### src/rtl/rst_mode_pkg.sv
package rst_mode_pkg;

    localparam int QUAL_WIN    = 10;
    localparam int SYNC_STAGES = 2;

    typedef enum logic {
        DBG_EMUL = 1'b0,
        DBG_SCAN = 1'b1
    } dbg_mode_e;

    typedef struct packed {
        logic      tristate;
        logic      boot;
        dbg_mode_e dbg;
    } mode_t;

    localparam mode_t MODE_DEFAULT = '{tristate: 1'b0, boot: 1'b0, dbg: DBG_EMUL};

    function automatic logic window_all_low(input logic [QUAL_WIN-1:0] w);
        return (w == '0);
    endfunction

endpackage

### src/rtl/rst_pin_sync.sv
module rst_pin_sync #(
    parameter int STAGES = 2
) (
    input  logic clk,
    input  logic por,
    input  logic pin_n,
    output logic q_out,
    output logic q_pre
);
    logic [STAGES-1:0] chain_q;

    always_ff @(posedge clk or negedge pin_n) begin
        if (!pin_n) begin
            chain_q <= '0;
        end else if (por) begin
            chain_q <= '0;
        end else begin
            chain_q <= {chain_q[STAGES-2:0], 1'b1};
        end
    end

    assign q_out = chain_q[STAGES-1];
    assign q_pre = chain_q[STAGES-2];

endmodule

### src/rtl/rst_mode_latch.sv
module rst_mode_latch
    import rst_mode_pkg::*;
#(
    parameter int WIN = QUAL_WIN
) (
    input  logic  clk,
    input  logic  por,
    input  logic  ext_q,
    input  logic  ext_pre,
    input  logic  tst_q,
    input  logic  tri_req_n,
    input  logic  boot_pin,
    input  logic  dbg_sel,
    output mode_t mode_q
);
    logic [WIN-1:0] win_q;
    logic [WIN-1:0] win_nxt;
    logic           armed_q;
    dbg_mode_e      cand_q;
    logic           in_both;
    logic           release_ev;
    logic           armed_nxt;
    dbg_mode_e      cand_nxt;

    assign win_nxt    = {win_q[WIN-2:0], tri_req_n};
    assign in_both    = !ext_q && !tst_q;
    assign release_ev = ext_pre && !ext_q;
    assign armed_nxt  = armed_q | in_both;
    assign cand_nxt   = in_both ? dbg_mode_e'(dbg_sel) : cand_q;

    always_ff @(posedge clk) begin
        if (por) begin
            win_q   <= '1;
            armed_q <= 1'b0;
            cand_q  <= DBG_EMUL;
            mode_q  <= MODE_DEFAULT;
        end else begin
            win_q <= ext_q ? '1 : win_nxt;
            if (in_both) begin
                armed_q <= 1'b1;
                cand_q  <= dbg_mode_e'(dbg_sel);
            end else if (ext_q) begin
                armed_q <= 1'b0;
            end
            if (release_ev) begin
                mode_q.tristate <= window_all_low(win_nxt);
                mode_q.boot     <= boot_pin;
                if (armed_nxt) begin
                    mode_q.dbg <= cand_nxt;
                end
            end
        end
    end

    // Modes move only on a board-reset release
    assert_modes_hold_R6: assert property (@(posedge clk) disable iff (por)
        !release_ev |=> $stable(mode_q));

    // A rising tri-state flag needs the request pin low at the release edge
    assert_tri_needs_low_R3: assert property (@(posedge clk) disable iff (por)
        $rose(mode_q.tristate) |-> !$past(tri_req_n));

    // Boot mode follows the pin at the release edge
    assert_boot_capture_R5: assert property (@(posedge clk) disable iff (por)
        release_ev |=> (mode_q.boot == $past(boot_pin)));

    // Without a test reset the debug mode survives a release
    assert_dbg_kept_R9: assert property (@(posedge clk) disable iff (por)
        (release_ev && !armed_q && tst_q) |=> $stable(mode_q.dbg));

endmodule

### src/rtl/rst_mode_ctl.sv
module rst_mode_ctl
    import rst_mode_pkg::*;
(
    input  logic clk,
    input  logic por,
    input  logic ext_rst_n,
    input  logic wdog_req,
    input  logic tst_rst_n,
    input  logic tri_req_n,
    input  logic boot_pin,
    input  logic dbg_sel,
    output logic rst_int_n,
    output logic boot_mode,
    output logic out_disable,
    output logic dbg_mode
);
    logic  ext_q, ext_pre;
    logic  tst_q, tst_pre;
    logic  wd_q;
    mode_t mode_q;

    rst_pin_sync #(.STAGES(SYNC_STAGES)) u_ext_sync (
        .clk(clk), .por(por), .pin_n(ext_rst_n), .q_out(ext_q), .q_pre(ext_pre)
    );

    rst_pin_sync #(.STAGES(SYNC_STAGES)) u_tst_sync (
        .clk(clk), .por(por), .pin_n(tst_rst_n), .q_out(tst_q), .q_pre(tst_pre)
    );

    always_ff @(posedge clk) begin
        if (por) begin
            wd_q <= 1'b0;
        end else begin
            wd_q <= wdog_req;
        end
    end

    rst_mode_latch #(.WIN(QUAL_WIN)) u_latch (
        .clk(clk), .por(por), .ext_q(ext_q), .ext_pre(ext_pre), .tst_q(tst_q),
        .tri_req_n(tri_req_n), .boot_pin(boot_pin), .dbg_sel(dbg_sel),
        .mode_q(mode_q)
    );

    assign rst_int_n   = ext_q && !wd_q;
    assign boot_mode   = mode_q.boot;
    assign out_disable = mode_q.tristate;
    assign dbg_mode    = mode_q.dbg;

    logic unused_tst_pre;
    assign unused_tst_pre = tst_pre;

    // Board pin low forces the internal reset low
    assert_pin_forces_rst_R1: assert property (@(posedge clk) disable iff (por)
        !ext_rst_n |-> !rst_int_n);

    // Internal reset rises only after the pin was already high
    assert_sync_release_R1: assert property (@(posedge clk) disable iff (por)
        $rose(rst_int_n) |-> $past(ext_rst_n));

    // Watchdog request holds the internal reset low
    assert_wdog_holds_R2: assert property (@(posedge clk) disable iff (por)
        $past(wdog_req) |-> !rst_int_n);

endmodule

### config.mk
export PLATFORM = sky130hd
export DESIGN_NAME = rst_mode_ctl
export DESIGN_NICKNAME = d
export VERILOG_FILES = /design/src/rtl/rst_mode_pkg.sv /design/src/rtl/rst_pin_sync.sv /design/src/rtl/rst_mode_latch.sv /design/src/rtl/rst_mode_ctl.sv
export SDC_FILE = /design/constraint.sdc
export NUM_CORES = 1
export LEC_CHECK = 0
export ABC_AREA = 1
export BUFFER_PORTS_ARGS = -buffer_cell sky130_fd_sc_hd__buf_4
export CAP_MARGIN = 40
export CORE_MARGIN = 1
export CORE_UTILIZATION = 40
export CTS_CLUSTER_DIAMETER = 60
export DETAILED_ROUTE_END_ITERATION = 16
export GPL_TIMING_DRIVEN = 0
export HOLD_SLACK_MARGIN = 0.06
export PLACE_DENSITY = 0.75
export SKIP_LAST_GASP = 1
export SLEW_MARGIN = 20
export SYNTH_ARGS = -nofsm -noshare
export SYNTH_HDL_FRONTEND = slang
export SYNTH_SLANG_ARGS = --single-unit
### constraint.sdc
create_clock -name clk -period 0.86 [get_ports clk]
set_input_delay 0 -clock clk [delete_from_list [all_inputs] [get_ports clk]]
set_output_delay 0 -clock clk [all_outputs]
set_load 0.02 [all_outputs]
# Yosys cells after proc, flatten, opt, wreduce, memory -nomap -nowiden
# Index checks and enable logic that the tools add are counted.
op_classes:
  n_lt_le_gt_ge: 0
  mul: 0
  mux: 5
  add_sub_neg: 0
  div: 0
  reduce_logical: 10
  shift: 0
  n_bitwise: 1
  n_eq_ne: 0
ops:
  columns: ["cell", "count"]
  rows:
  - ["zero test 10 bit", 1]
  - ["2-to-1 mux 2 bit", 2]
  - ["logical AND 1 bit", 3]
  - ["zero test 1 bit", 3]
  - ["2-to-1 mux 1 bit", 3]
  - ["AND reduction 2 bit", 1]
  - ["nonzero test 2 bit", 1]
  - ["OR reduction 2 bit", 1]
  - ["OR 1 bit", 1]
totals:
  elab_cells: 25
  rom_bits: 0
  register_bits: 19
  out_inout_bits: 4
  memories: 0
  ramBits: 0
  latch_bits: 0

# Logic depth before layout (Yosys ltp)
# Gate-level depths: netlist of the first run.
depth:
  depth_word: 4
  depth_mapped: 6

# Hierarchy
# From an unflattened synthesis of the first run, not the netlist that was laid out.
hier_totals:
  cells_unflattened: 73
  hier_area_um2: 651.9
by_module_without_submodules:
  columns: ["mod", "seq_area_each_um2", "cells_per_inst", "area_per_inst_um2", "n_inst"]
  rows:
  - ["rst_mode_latch", 280.3, 58, 484.2, 1]
  - ["rst_pin_sync", 50.0, 5, 63.8, 2]
  - ["rst_mode_ctl", 20.0, 5, 40.0, 1]

# Worst setup path after synthesis of the first run
# Ideal clock, no wire load.
synth_timing:
  path_kind: "register -> register"
  start: "register u_ext_sync.chain_q[1]"
  end: "register u_latch.win_q[0]"
  period_less_slack_ps: 922
  setup_time_ps: 120
  required_ps: 740
  setup_slack_ps: -62
  n_path_buf: 0
  stages_incl_launch_ff: 4
  arrival_ps: 802
  path_cell_list: "dfrtp_1 nor2_2 inv_2 or2_1"
synth_between:
  elab_chain_len: 1
synth_rtl:
  columns: ["item", "line_no", "source"]
  rows:
  - ["start, declared", "rst_pin_sync.sv:10", "logic [STAGES-1:0] chain_q;"]
  - ["start signal, assigned", "rst_pin_sync.sv:18", "chain_q <= {chain_q[STAGES-2:0], 1'b1};"]
  - ["OR reduction 2 bit (no line)", null, null]
  - ["end signal, assigned", "rst_mode_latch.sv:38", "win_q <= ext_q ? '1 : win_nxt;"]
  - ["end, declared", "rst_mode_latch.sv:16", "logic [WIN-1:0] win_q;"]
# Every way passes these cells.
# A chain may end at the register's enable or synchronous reset.

# Final worst setup path of the first run
layout_timing:
  start: "register u_ext_sync.chain_q[1]"
  end: "register u_latch.mode_q[0] (netlist name)"
layout_between:
  elab_chain_len: 4
  elab_cells_between_ends: 6
  classes_between: "mux (1); bitwise (1); reduce/logical (4)"
layout_rtl:
  columns: ["item", "line_no", "source"]
  rows:
  - ["zero test 1 bit (*)", "rst_mode_latch.sv:26, rst_mode_latch.sv:27", null]
  - ["logical AND 1 bit", "rst_mode_latch.sv:26", "assign in_both = !ext_q && !tst_q;"]
  - ["OR 1 bit", "rst_mode_latch.sv:28", "assign armed_nxt = armed_q | in_both;"]
  - ["AND reduction 2 bit (no line)", null, null]
# Mark *: on every way between the ends. The rest lies on a longest branch, timed or not.

==> qor.yml, run 1 <==
grt_max_degree: 11
cp_data_required_time_ps: 1060
drive_gt1_share_pct: 34.7
drt-wirelength-per-cell_um: 13.1
r2r-start: "u_ext_sync.chain_q[1]$_DFF_PN0_"
gr-usage-met1_pct: 19.7
grt_use_met2_pct: 26.6
endpoint_kind: "flop"
worstPathArrival_ps: 1250
initial_core_util_pct: 45.2
cap_violations: 0
worstSetupPathType: "flop to flop"
critical_path_depth: 6
antennaDiodeCount: 0
violations: "setup timing"
setup_violations: 12
ys_ff_latch: 19
die_w_um: 41.5
port-buffer-count: 11
clk_pin_slew_worst_paths_ps: 100
yosysSeqAreaShare_pct: 64.1
rsz0062_at_grt: "yes"
clk_path_buf_depth: 2
dp_cells: 95
cts_max_level: 1
std_cell_rows: 13
clock_sinks: 19
cts_buffers: 3
antenna_left: 0
grt.total_usage_pct: 16.7
startpoint: "u_ext_sync.chain_q[1]$_DFF_PN0_"
fillers: 94
ys_types: 12
fp.dieH_um: 41.5
grt_pass1_wl_um: 2100
r2r_setup_slack_ps: -190
power_mw: 1.58
status: "finished, violations left"
io_pins: 12
use_met3_pct: 3.91
path_max_fanout: 4
top_usage_layer: "met2"
maxSlewHeadroom_pct: 80.6
antenna_found_initial: 0
dp_hpwl_um: 761
vias: 553
vdd_drop_max_mv: 1.30
syn_nets: 77
grt-ovfl-total: 0
via_per_inst: 4.89
finalHoldViolCount: 0
hold_class: "primary input to flop"
cts_tree: "yes"
first_pass_iters: 5
skew_ps: 3.51
rr_worst_depth: 6
syn2layout_area_growth_pct: 46.9
clk_latency_ps: 300
yosys_warnings: 0
fin_crit_ps: 1050
drt_iter0_drc: 10
timing.final.ws_setup_ps: -188
path_cells: "inv_2 > nand2_4 > a21oi_2 > inv_1 > nor2_1 > nor2_1"
cellLeakagePower_nw: 0.412
finalCritPeriodShare_pct: 122
finalNonFillerCells: 113
root_buffer: "clkbuf_4"
place_ws_ps: -128
die-area_sq_um: 1720
cpMostUsedCell: "nor2_1"
timing.fmax_ghz: 0.954
reg2reg_to: "u_latch.mode_q[0]$_SDFFE_PP0P_"
power-per-cell-area_nw_per_um2: 1730
syn_inst: 69
drv_slew: 0
worstSetupStartpointType: "flop"
cp_top_family: "flip-flops"
grt_pass1_vias: 504
fin_util_pct: 66.3
worst_slew_pin_slew_ps: 290
path_buf_inv: 2
cp-endpoint: "u_latch.mode_q[0]$_SDFFE_PP0P_"
mostFrequentLayoutCells: "buf_4 (15), dfxtp_1 (15), nor2_1 (13), dlygate4sd3_1 (9), inv_1 (8)"
coreArea_sq_um: 1380
crit_slowest_cell: "dfrtp_2"
drc: 0
postSynthAreaPerCell_sq_um: 9.05
wl_um: 1490
max_stage_delay_ps: 460
fin_nets: 107
netlist_area_sq_um: 624
globalplace.congestion: 0.706
## state kept, by name (all words and copies together), names as in the netlist
signal and flops:
u_latch.armed_q 1, u_tst_sync.chain_q 2, u_ext_sync.chain_q 2, u_latch.win_q 9
wd_q 1, u_latch.mode_q 3, u_latch.cand_q 1
## cell usage after synthesis (all sizes together)
library cell / count / area share (%)
nor2: 15 / 9.4
dfrtp: 4 / 16
inv: 10 / 6.0
nand2: 10 / 6.4
or2: 7 / 7.0
o21ai: 3 / 2.4
a21oi: 5 / 4.6
dfxtp: 15 / 48
## repair_timing
action	CTS	global route
resized for setup	4	9
hold endpoints to repair	16	7
endpoints found under the setup margin	12	15
gates cloned	0	0
hold buffers	9	1
pin swaps	4	4
setup buffers	3	2
## cell type report
type,count,area (sq um),area share [%]
clock buffers,4,26.3,2.86
inverters,10,37.5,4.09
multi-input cells,40,218,23.7
flip-flops and latches,19,403,43.9
well taps,15,18.8,2.05
repair buffers,25,214,23.3
## stage by stage
stage	hold slack, ps	area [sq um]	setup TNS [ps]
2_1_floorplan	-296	624	-342
3_3_place_gp	-218	726	-902
3_5_place_dp	-217	726	-1000
4_1_cts	429	876	-1460
5_1_grt	33.1	917	-2060
6_report	37.1	917	-1490
## cells by family after synthesis
kind of cell / synth area share, %
flops: 64.1
buf+inv: 6.01
simple gates: 22.8
compound gates: 7.01
## worst register-to-register path, cell delays in order, from the launching register on
cell and delay (ps):
dfrtp_2 460, inv_2 100, nand2_4 70, a21oi_2 130, inv_1 50, nor2_1 80, nor2_1 50
## power by group
group	internal, mW	switching, mW
clock	0.181	0.269
combinational	0.103	0.0919
sequential	0.915	0.0234
## metal layers
| layer | part of all wire (%) | routed length, um | vias to the layer above |
|---|---|---|---|
| met3 | 4.3 | 64 | 8 |
| li1 | - | - | 265 |
| met4 | 5.1 | 75 | 0 |
| met1 | 42 | 621 | 255 |
| met2 | 49 | 723 | 25 |
| met5 | 0 | 0 | - |
## worst min-delay path by stage
stage	startpoint	to	slack, ps	cells after the start
after floorplan	ext_rst_n	u_ext_sync.chain_q[0]$_DFF_PN0_	-300	0
after global placement	tst_rst_n	u_tst_sync.chain_q[1]$_DFF_PN0_	-220	1
after detailed placement	tst_rst_n	u_tst_sync.chain_q[1]$_DFF_PN0_	-220	1
after CTS	tri_req_n	u_latch.win_q[0]$_SDFF_PP1_	430	3
after global routing	por	u_latch.win_q[3]$_SDFF_PP1_	30	4
final	por	u_latch.win_q[3]$_SDFF_PP1_	40	4
(Power assumes the default switching activity.)
==> run 2, diff against run 1 <==
Settings changed: CORE_UTILIZATION 40 to 45, PLACE_DENSITY 0.75 to 0.82.
==> qor.yml, run 2 (same netlist as run 1, synthesis figures left out) <==
path_buf_inv: 2
io_pins: 12
drc: 0
power-per-cell-area_nw_per_um2: 1770
holdPathEnd: "u_latch.win_q[3]$_SDFF_PP1_"
top_regs: "u_latch.win_q x9, u_latch.mode_q x3"
via_per_inst: 4.54
mostFrequentLayoutCells: "dfxtp_1 (15), nor2_1 (12), buf_4 (12), nand2_1 (9), dlygate4sd3_1 (9)"
worstPathArrival_ps: 1040
r2r_setup_slack_ps: -160
fin_crit_ps: 1040
drt_iter0_drc: 11
dp_hpwl_um: 695
first_pass_iters: 4
fin_nets: 104
final_common_cell: "dfxtp_1"
crit_slowest_cell: "dfrtp_2"
setup_violations: 14
drt-wirelength-per-cell_um: 11.9
std_cell_rows: 13
timing.fmax_ghz: 0.964
worstHoldPathCells: 4
cellLeakagePower_nw: 0.396
rsz0062_at_grt: "yes"
syn2layout_area_growth_pct: 41.5
reg2reg_to: "u_latch.mode_q[0]$_SDFFE_PP0P_"
worstSetupStartpointType: "flop"
die_w_um: 39.3
path_cells: "inv_4 > nor2_2 > buf_6"
antennaDiodeCount: 0
max_stage_delay_ps: 430
finalCritPeriodShare_pct: 121
cap_violations: 0
grt_max_degree: 11
largest_reg_flops: 9
die-area_sq_um: 1540
worstHoldStart: "por"
endpoint_kind: "output port"
clk_pin_slew_worst_paths_ps: 100
fillers: 96
hold_class: "primary input to flop"
globalplace.congestion: 0.689
antenna_found_initial: 0
cts_tree: "yes"
r2r-start: "u_ext_sync.chain_q[1]$_DFF_PN0_"
worstSetupPathType: "flop to output port"
maxSlewHeadroom_pct: 84.5
wl_um: 1310
cts_buffers: 3
vdd_drop_max_mv: 1.29
vias: 499
cp_data_required_time_ps: 860
path_max_fanout: 4
cts_max_level: 1
initial_core_util_pct: 48.0
timing.final.ws_setup_ps: -178
clk_latency_ps: 300
clock_sinks: 19
multi_input_area_sq_um: 204
cp_top_family: "flip-flops"
ctsHoldBuffers: 9
coreArea_sq_um: 1300
worst_slew_pin_slew_ps: 232
antenna_left: 0
regMostFlops: "u_latch.win_q"
seqCellArea_sq_um: 403
drv_slew: 0
clk_path_buf_depth: 2
finalHoldViolCount: 0
port-buffer-count: 11
violations: "setup timing"
skew_ps: 10.2
critical_path_depth: 3
rr_worst_depth: 6
hold_slack_ps: 31.2
power_mw: 1.56
grt-ovfl-total: 0
fp.dieH_um: 39.3
grt.total_usage_pct: 21.3
grt_pass1_vias: 464
drive_gt1_share_pct: 27.4
grt_pass1_wl_um: 1990
status: "finished, violations left"
root_buffer: "clkbuf_4"
## run 2: changes by cell type in the layout (fill, tap and decap cells not counted), sizes merged
| cell | previous run | this run |
|---|---|---|
| buf | 16 | 13 |
## run 2: layout make-up
class / instances / area share, %
Clock buffer: 4 / 2.97
Tap cell: 15 / 2.12
Sequential cell: 19 / 45.6
Timing Repair Buffer: 22 / 21.7
Multi-Input combinational cell: 40 / 23.1
Inverter: 10 / 4.53
## run 2: per-stage QoR
stage | utilization (%) | setup WS, ps | instance area, sq um | cells | TNS [ps]
2_1_floorplan | - | -49.0 | 624 | 69 | -342
3_3_place_gp | 55.8 | -134 | 726 | 95 | -865
3_5_place_dp | 55.8 | -162 | 726 | 95 | -1070
4_1_cts | 65.9 | -177 | 857 | 110 | -1330
5_1_grt | 67.9 | -262 | 883 | 110 | -2370
6_report | 67.9 | -178 | 883 | 110 | -1720
## run 2: routing by layer
layer,up-vias,GRT usage (%),wire (um)
met5,-,0,0
met4,0,18.1,44
met3,4,3.41,42
met2,12,31.7,641
met1,223,26.4,583
li1,260,-,-
## run 2: worst max-delay path by stage
stage | start | endpoint | slack, ps
detailed placement | u_ext_sync.chain_q[1]$_DFF_PN0_ | u_latch.mode_q[0]$_SDFFE_PP0P_ | -160
CTS | u_ext_sync.chain_q[1]$_DFF_PN0_ | u_latch.mode_q[0]$_SDFFE_PP0P_ | -180
global placement | u_ext_sync.chain_q[1]$_DFF_PN0_ | u_latch.mode_q[0]$_SDFFE_PP0P_ | -130
finish | u_ext_sync.chain_q[1]$_DFF_PN0_ | rst_int_n | -180
global route | u_ext_sync.chain_q[1]$_DFF_PN0_ | u_latch.mode_q[0]$_SDFFE_PP0P_ | -260
floorplan | u_ext_sync.chain_q[1]$_DFF_PN0_ | u_latch.mode_q[0]$_SDFFE_PP0P_ | -50
## run 2: worst reg2reg max path, stage by stage, from the launching register on
cell and delay, ps:
dfrtp_2 460, inv_4 90, nand2_4 70, a21oi_4 130
inv_2 40, nor2_2 90, nor2_1 50
## run 2: where the power goes
part / leakage (nW) / internal [mW] / switching [mW]
Clock: 0.0150 / 0.181 / 0.262
Combinational: 0.211 / 0.0942 / 0.0868
Sequential: 0.169 / 0.915 / 0.0217
## run 2: what timing repair did
action / in CTS / in global routing
gates resized for setup: 0 / 10
buffers inserted: 2 / 0
pin swaps: 1 / 3
hold endpoints to repair: 13 / 3
setup endpoints to repair: 12 / 15
==> run 3, diff against run 2 <==
Settings changed: CTS_BUF_LIST set to sky130_fd_sc_hd__clkbuf_8 sky130_fd_sc_hd__clkbuf_16, CTS_CLUSTER_DIAMETER 60 to unset, MAX_ROUTING_LAYER set to met4.
==> qor.yml, run 3 (same netlist as run 1, synthesis figures left out) <==
grt.total_usage_pct: 20.5
status: "finished, violations left"
endpoint_kind: "output port"
skew_ps: 1.87
antenna_found_initial: 0
fin_crit_ps: 1060
hold_slack_ps: 74.2
largest_reg_flops: 9
finalCritPeriodShare_pct: 123
cellLeakagePower_nw: 0.427
fin_nets: 106
drt-wirelength-per-cell_um: 11.9
worstSetupStartpointType: "flop"
port-buffer-count: 11
timing.fmax_ghz: 0.944
drc: 0
place_ws_ps: -162
worstPathArrival_ps: 1060
hold_class: "primary input to asynchronous set/reset pin"
dp_hpwl_um: 695
design_area_sq_um: 926
combPwrFrac_pct: 11.3
io_pins: 12
internal_power_mw: 1.34
timing.final.ws_setup_ps: -199
multi_input_area_sq_um: 213
maxSlewHeadroom_pct: 82.7
initial_core_util_pct: 48.0
rsz0062_at_grt: "yes"
cts_tree: "yes"
cp-endpoint: "rst_int_n"
p_sw_mw: 0.373
vdd_drop_max_mv: 1.12
p_seq_share_pct: 54.9
grt_pass1_wl_um: 1920
regMostFlops: "u_latch.win_q"
root_buffer: "clkbuf_8"
drt_iter0_drc: 9
coreArea_sq_um: 1300
drive_gt1_share_pct: 30.9
path_cells: "inv_4 > buf_4 > nor2_4 > buf_6"
cp_data_required_time_ps: 860
die-area_sq_um: 1540
fin_util_pct: 71.2
antenna_left: 0
drv_slew: 0
clock_sinks: 19
clk_latency_ps: 250
crit_slowest_cell: "dfrtp_2"
startpoint: "u_ext_sync.chain_q[1]$_DFF_PN0_"
syn2layout_area_growth_pct: 48.3
worstSetupPathType: "flop to output port"
std_cell_rows: 13
max_stage_delay_ps: 430
grt-ovfl-total: 0
die_w_um: 39.3
globalplace.congestion: 0.696
vias: 520
cts_buffers: 3
setup_violations: 13
clk_path_buf_depth: 2
first_pass_iters: 4
path_max_fanout: 4
fillers: 88
finalSetupTns_ps: -1730
r2r_setup_slack_ps: -180
swShare_pct: 21.8
violations: "setup timing"
top_regs: "u_latch.win_q x9, u_latch.mode_q x3"
reg2reg_to: "u_latch.mode_q[1]$_SDFFE_PP0P_"
cts_max_level: 1
worst_slew_pin_slew_ps: 259
place_area_sq_um: 726
clk_pin_slew_worst_paths_ps: 60
finalHoldViolCount: 0
cap_violations: 0
p_clk_share_pct: 33.7
via_per_inst: 4.64
power-per-cell-area_nw_per_um2: 1850
grt_pass1_vias: 459
wl_um: 1330
r2r-start: "u_ext_sync.chain_q[1]$_DFF_PN0_"
fp.dieH_um: 39.3
mostFrequentLayoutCells: "buf_4 (15), dfxtp_1 (15), nor2_1 (12), nand2_1 (9), inv_1 (8)"
seqCellArea_sq_um: 403
antennaDiodeCount: 0
rr_worst_depth: 5
grt_max_degree: 11
-- run 3: power by group through the flow --
stage                     Combinational, mW  Sequential (mW)  Clock, mW
after floorplan                      0.0536            0.957          0
after global placement                0.116            0.949          0
after detailed placement              0.119            0.951          0
after CTS                             0.159            0.933      0.588
after global routing                  0.210            0.941      0.633
final                                 0.194            0.938      0.576
-- run 3: per-layer routing --
layer | vias to the layer above | GRT usage, % | wire [um]
li1 | 263 | - | -
met1 | 242 | 24.2 | 593
met2 | 9 | 28.3 | 658
met3 | 6 | 4.55 | 32
met4 | 0 | 19.8 | 46
met5 | - | - | 0
-- run 3: layout make-up --
type,count,share of cell area (%)
clock buffers,3,4.46
clock inverters,1,0.405
inverters,10,4.32
multi-input cells,40,23.0
flip-flops and latches,19,43.5
well taps,15,2.03
repair buffers,24,22.3
-- run 3: worst max-delay path: cells and delay by family (launching register included) --
kind / cells / cell delay (ps)
flip-flops: 1 / 430
AND/OR/NAND/NOR: 1 / 70
buffers and inverters: 3 / 320
-- run 3: repair_timing --
action	CTS	global route
setup buffers	2	3
endpoints found under the hold margin	13	0
resized for setup	1	13
setup endpoints to repair	12	15
gates cloned	0	0
pin swaps	3	5
hold buffers	8	0
-- run 3: how the worst min path moves through the flow --
stage | from | cells past startpoint | endpoint
detailed placement | ext_rst_n | 1 | u_ext_sync.chain_q[0]$_DFF_PN0_
global route | ext_rst_n | 2 | u_ext_sync.chain_q[0]$_DFF_PN0_
CTS | ext_rst_n | 2 | u_ext_sync.chain_q[1]$_DFF_PN0_
floorplan | ext_rst_n | 0 | u_ext_sync.chain_q[0]$_DFF_PN0_
finish | ext_rst_n | 2 | u_ext_sync.chain_q[1]$_DFF_PN0_
global placement | tst_rst_n | 1 | u_tst_sync.chain_q[1]$_DFF_PN0_
-- run 3: through the flow --
stage / cells / power [mW]
floorplan: 69 / 1.01
detailed placement: 95 / 1.07
CTS: 109 / 1.68
global placement: 95 / 1.07
global route: 112 / 1.78
finish: 112 / 1.71
